File: src/rtl/qd_pkg.sv
`timescale 1ns/1ps
package qd_pkg;

    typedef enum logic [2:0] {
        QK_PLAIN     = 3'd0,
        QK_LOAD      = 3'd1,
        QK_STORE     = 3'd2,
        QK_LOAD_RSV  = 3'd3,
        QK_STORE_CND = 3'd4
    } qkind_e;

    typedef enum logic [1:0] {
        ST_EMPTY  = 2'd0,
        ST_SINGLE = 2'd1,
        ST_FIRST  = 2'd2,
        ST_SECOND = 2'd3
    } qstate_e;

    function automatic logic kind_is_pair(input logic [2:0] k);
        return (k == QK_LOAD) || (k == QK_STORE) ||
               (k == QK_LOAD_RSV) || (k == QK_STORE_CND);
    endfunction

endpackage

File: src/rtl/qd_regsel.sv
`timescale 1ns/1ps
module qd_regsel #(
    parameter int REG_W = 5
) (
    input  logic             is_pair,
    input  logic             big_endian,
    input  logic             second,
    input  logic [REG_W-1:0] rt,
    output logic [REG_W-1:0] reg_out
);
    // odd register goes first in little-endian, last in big-endian
    logic want_odd;

    always_comb begin
        want_odd = big_endian ? second : !second;
        if (is_pair) begin
            reg_out = {rt[REG_W-1:1], want_odd};
        end else begin
            reg_out = rt;
        end
    end
endmodule

File: src/rtl/qd_addrstep.sv
`timescale 1ns/1ps
module qd_addrstep #(
    parameter int ADDR_W   = 64,
    parameter int DW_BYTES = 8
) (
    input  logic [ADDR_W-1:0] base,
    input  logic              second,
    output logic [ADDR_W-1:0] addr
);
    localparam logic [ADDR_W-1:0] STEP = ADDR_W'(DW_BYTES);

    always_comb begin
        addr = second ? (base + STEP) : base;
    end
endmodule

File: src/rtl/qd_legality.sv
`timescale 1ns/1ps
module qd_legality
    import qd_pkg::*;
#(
    parameter int REG_W      = 5,
    parameter int QW_BYTES   = 16,
    parameter int ALIGN_BITS = $clog2(QW_BYTES)
) (
    input  logic [2:0]            kind,
    input  logic                  big_endian,
    input  logic [REG_W-1:0]      rt,
    input  logic [REG_W-1:0]      ra,
    input  logic [REG_W-1:0]      rb,
    input  logic [ALIGN_BITS-1:0] ea_lo,
    output logic                  illegal,
    output logic                  align_fault
);
    logic is_load;

    always_comb begin
        is_load     = (kind == QK_LOAD) || (kind == QK_LOAD_RSV);
        illegal     = ((kind == QK_LOAD) && (ra == rt)) ||
                      ((kind == QK_LOAD_RSV) && ((ra == rt) || (rb == rt)));
        align_fault = is_load && !big_endian && (ea_lo != '0);
    end
endmodule

File: src/rtl/qd_doubler.sv
`timescale 1ns/1ps
module qd_doubler
    import qd_pkg::*;
#(
    parameter int REG_W    = 5,
    parameter int ADDR_W   = 64,
    parameter int DW_BYTES = 8
) (
    input  logic              clk,
    input  logic              rst_n,
    input  logic              in_valid,
    output logic              in_busy,
    input  logic [2:0]        in_kind,
    input  logic              in_big_endian,
    input  logic [REG_W-1:0]  in_rt,
    input  logic [REG_W-1:0]  in_ra,
    input  logic [REG_W-1:0]  in_rb,
    input  logic [ADDR_W-1:0] in_ea,
    output logic              out_valid,
    input  logic              out_busy,
    output logic [REG_W-1:0]  out_reg,
    output logic [ADDR_W-1:0] out_addr,
    output logic              out_repeat,
    output logic              out_second,
    output logic              out_irq_hold,
    output logic              out_illegal,
    output logic              out_align_fault
);
    localparam int QW_BYTES   = 2 * DW_BYTES;
    localparam int ALIGN_BITS = $clog2(QW_BYTES);

    qstate_e           state_q, state_d;
    logic [2:0]        hold_kind;
    logic              hold_be;
    logic [REG_W-1:0]  hold_rt, hold_ra, hold_rb;
    logic [ADDR_W-1:0] hold_ea;
    logic              accept;
    logic              in_pair;
    logic              show_second;
    logic              chk_illegal, chk_align;

    assign in_pair     = kind_is_pair(in_kind);
    assign accept      = in_valid && !in_busy;
    assign show_second = (state_q == ST_SECOND);

    // state register and instruction holding registers
    always_ff @(posedge clk) begin
        if (!rst_n) begin
            state_q   <= ST_EMPTY;
            hold_kind <= QK_PLAIN;
            hold_be   <= 1'b0;
            hold_rt   <= '0;
            hold_ra   <= '0;
            hold_rb   <= '0;
            hold_ea   <= '0;
        end else begin
            state_q <= state_d;
            if (accept) begin
                hold_kind <= in_kind;
                hold_be   <= in_big_endian;
                hold_rt   <= in_rt;
                hold_ra   <= in_ra;
                hold_rb   <= in_rb;
                hold_ea   <= in_ea;
            end
        end
    end

    // transitions: accept, advance, retire, chain
    always_comb begin
        state_d = state_q;
        unique case (state_q)
            ST_EMPTY: begin
                if (in_valid) state_d = in_pair ? ST_FIRST : ST_SINGLE;
            end
            ST_FIRST: begin
                if (!out_busy) state_d = ST_SECOND;
            end
            ST_SINGLE, ST_SECOND: begin
                if (!out_busy) begin
                    if (in_valid) state_d = in_pair ? ST_FIRST : ST_SINGLE;
                    else          state_d = ST_EMPTY;
                end
            end
            default: state_d = ST_EMPTY;
        endcase
    end

    // outputs decoded from the current state
    always_comb begin
        out_valid    = 1'b0;
        out_repeat   = 1'b0;
        out_second   = 1'b0;
        out_irq_hold = 1'b0;
        in_busy      = 1'b0;
        unique case (state_q)
            ST_EMPTY: begin
                in_busy = 1'b0;
            end
            ST_SINGLE: begin
                out_valid = 1'b1;
                in_busy   = out_busy;
            end
            ST_FIRST: begin
                out_valid  = 1'b1;
                out_repeat = 1'b1;
                in_busy    = 1'b1;
            end
            ST_SECOND: begin
                out_valid    = 1'b1;
                out_repeat   = 1'b1;
                out_second   = 1'b1;
                out_irq_hold = 1'b1;
                in_busy      = out_busy;
            end
            default: in_busy = 1'b0;
        endcase
        out_illegal     = out_valid && chk_illegal;
        out_align_fault = out_valid && chk_align;
    end

    qd_regsel #(.REG_W(REG_W)) u_regsel (
        .is_pair    (kind_is_pair(hold_kind)),
        .big_endian (hold_be),
        .second     (show_second),
        .rt         (hold_rt),
        .reg_out    (out_reg)
    );

    qd_addrstep #(.ADDR_W(ADDR_W), .DW_BYTES(DW_BYTES)) u_addrstep (
        .base   (hold_ea),
        .second (show_second),
        .addr   (out_addr)
    );

    qd_legality #(.REG_W(REG_W), .QW_BYTES(QW_BYTES), .ALIGN_BITS(ALIGN_BITS)) u_legality (
        .kind        (hold_kind),
        .big_endian  (hold_be),
        .rt          (hold_rt),
        .ra          (hold_ra),
        .rb          (hold_rb),
        .ea_lo       (hold_ea[ALIGN_BITS-1:0]),
        .illegal     (chk_illegal),
        .align_fault (chk_align)
    );


    first_busy_chk: assert property (@(posedge clk) disable iff (!rst_n)
        (out_valid && out_repeat && !out_second) |-> in_busy);


    stall_hold_chk: assert property (@(posedge clk) disable iff (!rst_n)
        (out_valid && out_busy) |=> (out_valid && $stable(out_reg) &&
                                     $stable(out_addr) && $stable(out_second)));


    second_follows_chk: assert property (@(posedge clk) disable iff (!rst_n)
        (out_valid && !out_busy && out_repeat && !out_second) |=> (out_valid && out_second && out_repeat));


    addr_step_chk: assert property (@(posedge clk) disable iff (!rst_n)
        (out_valid && !out_busy && out_repeat && !out_second) |=>
        (out_addr == $past(out_addr) + ADDR_W'(DW_BYTES)));


    pair_flip_chk: assert property (@(posedge clk) disable iff (!rst_n)
        (out_valid && !out_busy && out_repeat && !out_second) |=>
        (out_reg == ($past(out_reg) ^ REG_W'(1))));


    irq_hold_chk: assert property (@(posedge clk) disable iff (!rst_n)
        out_irq_hold |-> (out_valid && out_second));

endmodule

File: config.mk
export PLATFORM = sky130hd
export DESIGN_NAME = qd_doubler
export DESIGN_NICKNAME = d
export VERILOG_FILES = /design/src/rtl/qd_pkg.sv /design/src/rtl/qd_regsel.sv /design/src/rtl/qd_addrstep.sv /design/src/rtl/qd_legality.sv /design/src/rtl/qd_doubler.sv
export SDC_FILE = /design/constraint.sdc
export NUM_CORES = 1
export LEC_CHECK = 0
export BUFFER_PORTS_ARGS = -buffer_cell sky130_fd_sc_hd__buf_2
export CORE_ASPECT_RATIO = 1.1
export CORE_MARGIN = 4
export CORE_UTILIZATION = 56
export CTS_BUF_LIST = sky130_fd_sc_hd__clkbuf_8
export CTS_CLUSTER_DIAMETER = 100
export CTS_CLUSTER_SIZE = 16
export DETAILED_ROUTE_END_ITERATION = 10
export PLACE_DENSITY = 0.92
export SLEW_MARGIN = 25
export SYNTH_ARGS = -nofsm -noshare
export SYNTH_HDL_FRONTEND = slang
export SYNTH_SLANG_ARGS = --single-unit
File: constraint.sdc
create_clock -name clk -period 5.9 [get_ports clk]
set_clock_uncertainty 0.2 [all_clocks]
set_input_delay 1.18 -clock clk [delete_from_list [all_inputs] [get_ports clk]]
set_output_delay 1.18 -clock clk [all_outputs]
set_load 0.01 [all_outputs]
# --- Yosys cells after proc, flatten, opt, wreduce, memory -nomap -nowiden ---
# Cells that the tools add are included.
word_totals:
  ff_bits: 85
  in_bits: 87
  output_inout_bits: 76
  wordCells: 62
op_classes:
  add_sub_neg: 1
  eq_ne: 16
  n_mux: 13
  n_reduce_logical: 25
op_table:
  columns: ["op", "count"]
  rows:
  - ["adder 64 x 4 -> 64 bit, second input constant", 1]
  - ["two-way mux 64 bit", 1]
  - ["== test 3 x 2 -> 1 bit, second input constant", 4]
  - ["== test 5 bit", 2]
  - ["two-way mux 2 bit", 5]
  - ["logical OR 1 bit", 9]
  - ["logical AND 1 bit", 7]
  - ["== test 3 x 1 -> 1 bit, second input constant", 2]
  - ["== test 3 bit, second input constant", 2]
  - ["inequality test 2 bit, second input constant", 3]
  - ["case mux 2 bit (3 select lines)", 1]
  - ["two-way mux 1 bit", 5]
  - ["== test 2 bit, second input constant", 2]
  - ["nonzero test 4 bit", 1]
  - ["OR reduction 2 bit", 2]
  - ["zero test 1 bit", 3]
  - ["case mux 1 bit (3 select lines)", 1]
  - ["AND reduction 3 bit", 1]
  - ["OR reduction 3 bit", 1]
  - ["== test 2 x 1 -> 1 bit, second input constant", 1]
  - ["zero test 2 bit", 1]

# --- Logic depth before layout (Yosys ltp) ---
depth:
  ltp_word: 8
  depth_mapped: 8
  depth_no_buf: 6

# --- Cells and area by module ---
# Synthesis repeated with hierarchy kept, for this count alone.
hier_totals:
  cells_unflattened: 627
  area_unflattened_um2: 4939.7
by_module_without_submodules:
  columns: ["module", "n_inst", "cells_per_inst", "area_each_um2", "seq_area_each_um2"]
  rows:
  - ["qd_doubler", 1, 405, 3347.0, 1701.6]
  - ["qd_addrstep", 1, 199, 1403.8, 0.0]
  - ["qd_legality", 1, 17, 135.1, 0.0]
  - ["qd_regsel", 1, 6, 53.8, 0.0]

# --- Least setup slack after synthesis ---
# Ideal clock, no wire load.
synth_timing:
  kind: "flip-flop to output port"
  from: "register hold_ea[34]"
  to: "output port out_addr[54]"
  arrival_ns: 1.747
  required_ns: 4.520
  slack_ns: 2.773
  stages_incl_launch_ff: 7
  path_cell_list: "dfxtp_1 nand4_2 or2_1 buf_2 or4_4 nor2_2 xor2_1"
synth_via:
  elab_chain_cells: 2
synth_lines:
  columns: ["item", "line", "text"]
  rows:
  - ["start: declaration", "qd_doubler.sv:36", "logic [ADDR_W-1:0] hold_ea;"]
  - ["start signal: assignment", "qd_doubler.sv:64", "hold_ea <= in_ea;"]
  - ["adder 64 x 4 -> 64 bit", "qd_addrstep.sv:13", "addr = second ? (base + STEP) : base;"]
  - ["two-way mux 64 bit", "qd_addrstep.sv:13", null]
  - ["end: declaration", "qd_doubler.sv:22", "output logic [ADDR_W-1:0] out_addr,"]
# No other way between the ends.

# --- Final worst setup path ---
layout_timing:
  from: "register hold_ea[9]"
  to: "output port out_addr[51]"
# The elaborated chain is that of the path after synthesis.

==> results.cfg <==
[clock_tree]
clock_path_buffers = 2
clk_pin_slew_worst_paths_ps = 80
post_cts_resized = 0
clock_latency_ps = 340
postCtsSetupBuffers = 0
cts_max_level = 3
clockRootBuffer = clkbuf_8
numClockSinks = 85
tritoncts = yes
cts_buffers = 9
hold_buffers = 0

[route]
viasPerCell = 5.42
drt_iter0_drc = 167
dr.pass1.iters = 4
drc = 0
post_drt_wl_per_cell_um = 14.7
via_count = 4723
drt-total-wl_mm = 12.8
ant_nets = 0

[min_path]
hold_class = reg -> reg
worstHoldStart = hold_ea[1]
hold_depth = 2
whs_endpoint = hold_ea[1]

[setup_path]
crit_path_max_incr_delay_ps = 450
startpoint = hold_ea[9]
cp_data_arrival_time_ps = 2570
cp_cell_sequence = nand4_2 > nor4_1 > nand4_1 > nor4_1 > xor2_1 > buf_2
cp_slowest_cell = dfxtp_1
path_class = reg -> out
crit_path_start_kind = flip-flop
critPathMaxFanout = 7
reg2regPathDepth = 7
cp_top_family = simple AND/OR/NAND/NOR gates
critPathBufInv = 1
crit_top_cell = nor4_1
endpoint_kind = output pin
reg2reg_from = state_q[0]
rr_endpoint = hold_ea[3]
cp.required_ps = 4520
rrSetupSlack_ps = 3450

[sta]
fin_crit_sh_pct = 67.0
slew_headroom_pct = 50.4
timing.setup.tns_ps = 0
rsz0062_at_grt = no
min_period_ps = 3950
drv_slew = 0
final-hold-violation-count = 0
max_freq_mhz = 253
worst_slew_pin_slew_ps = 742
setup_viol = 0

[global_routing]
grt_antenna_before_repair = 0
grt_start_max_net_pins = 86
track_usage_pct = 25.4
grt_overflow = 0
grt_pass1_wl_mm = 20.9
grt_pass1_vias = 4678

[place]
dpl_cell_area_um2 = 5530
port_buffers = 162
gp_congestion = 0.877
dp.cells = 854
dp_hpwl_mm = 9.60

[finish]
diodes = 0
layout-drive-gt1-share_pct = 25.7
n_fill_cell = 656
utilization_pct = 71.5
design_area_um2 = 5780
instances_no_fill = 871
nets = 846
synthToLayoutAreaGrowth_pct = 21.7

[floorplan]
row_count = 34
die_h_um = 105
ios = 163
die_w_um = 95.8
core_area_um2 = 8080
dieArea_um2 = 10000
start_util_pct = 58.7

[pwr]
ir_worst_vdd_v = 0.000161
powerDensity_nw_per_um2 = 238
leakage_nw = 2.59

[yosys]
synth_area_leaders = dfxtp_1 (36%), nand2_1 (16%), a21boi_0 (13%), xor2_1 (7.2%), xnor2_1 (6.3%)
syn_area_um2 = 4750
postSynthCellCount = 621
synth_edf_count = 0
synth_largest_area_cell = dfxtp_1
synth-seq-cells = 85
dominantRegCellSynth = dfxtp_1
synthArstFlopShare_pct = 0
postSynthAreaPerCell_um2 = 7.64
yosysSeqAreaShare_pct = 35.9
ys_warn_count = 0
syn-num-nets = 709
yosys.area.top_type_share_pct = 35.9
synthDistinctLibCells = 37

[run]
cap_viol_max_count = 0

[status]
status = complete, no violations
## worst reg2reg max path: cells and delay by family, from the launching register on
family	cells	cell delay, ps
mux	1	300
flops	1	470
compound gates	1	190
buf+inv	3	730
simple gates	2	480
## kinds of logic after synthesis
group / count (synthesis) / synth area share, %
muxes: 2 / 0.448
adders and majority gates: 1 / 0.264
AOI/OAI and AO/OA: 90 / 14.1
buffers and inverters: 53 / 5.09
xor gates and xnor gates: 73 / 13.5
and+or+nand+nor: 317 / 30.7
DFF: 85 / 35.9
## registers in the layout, summed over array words and instances, names as in the netlist, named ones only
name	count
hold_be	1
hold_ea	64
hold_kind	3
hold_ra	5
hold_rb	5
hold_rt	5
state_q	1
## worst max path at each step
stage,to,slack [ps],depth (start not counted)
final,out_addr[51],1950,6
after CTS,out_addr[58],1980,6
after floorplan,out_addr[54],2770,6
after global routing,out_addr[58],1760,6
after detailed placement,hold_rb[3],2360,7
after global placement,out_addr[60],2420,6
## stage by stage
step | setup slack (ps) | power, mW | hold WS (ps)
after floorplan | 2770 | 0.832 | 255
after global placement | 2420 | 0.922 | 267
after detailed placement | 2360 | 0.935 | 272
after CTS | 1980 | 1.38 | 285
after global routing | 1760 | 1.44 | 303
final | 1950 | 1.37 | 283
## cell usage in the layout, fill, tap and decap left out, types with 2 or more instances in the layout
master,count
a21boi_0,83
and3_1,2
and4_1,4
buf_2,161
buf_4,3
bufinv_16,2
clkbuf_8,10
dfxtp_1,85
inv_1,17
nand2_1,196
nand3_1,19
nand3b_1,2
nand4_1,22
nand4_2,4
nor2_1,31
nor3_1,12
nor3_2,5
nor4_1,9
o21ai_0,2
xnor2_1,34
xor2_1,39
## power by group
| group | leakage [nW] | switching, mW | internal, mW |
|---|---|---|---|
| Combinational | 1.77 | 0.144 | 0.113 |
| Sequential | 0.699 | 0.0551 | 0.617 |
| Clock | 0.120 | 0.198 | 0.247 |
| Total | 2.59 | 0.397 | 0.976 |
## synthesized netlist by cell type (2+ instances only)
master / count
a21boi_0: 83
and3_1: 2
and4_1: 4
buf_2: 10
buf_4: 8
clkbuf_1: 21
dfxtp_1: 85
inv_1: 14
nand2_1: 197
nand3_1: 19
nand3b_1: 2
nand4_1: 22
nand4_2: 4
nor2_1: 32
nor3_1: 12
nor3_2: 5
nor4_1: 9
o21ai_0: 2
xnor2_1: 34
xor2_1: 39
## cell type report
class                   instances  area (um^2)  area share, %
repair buffers                165          856           14.8
flip-flops and latches         85         1700           29.5
clock buffers                  10          138           2.38
inverters                      14         52.6          0.910
multi-input cells             483         2810           48.7
well taps                     108          135           2.34
clock inverters                 6         80.1           1.39
## layer usage
layer	vias up	track usage (%)	wire, um
met3	30	4.46	862
met1	2176	30.3	5220
met2	186	44.7	6450
met5	-	0	0
li1	2331	-	-
met4	0	9.45	279
No activity file was read; power rests on OpenSTA's default activity.
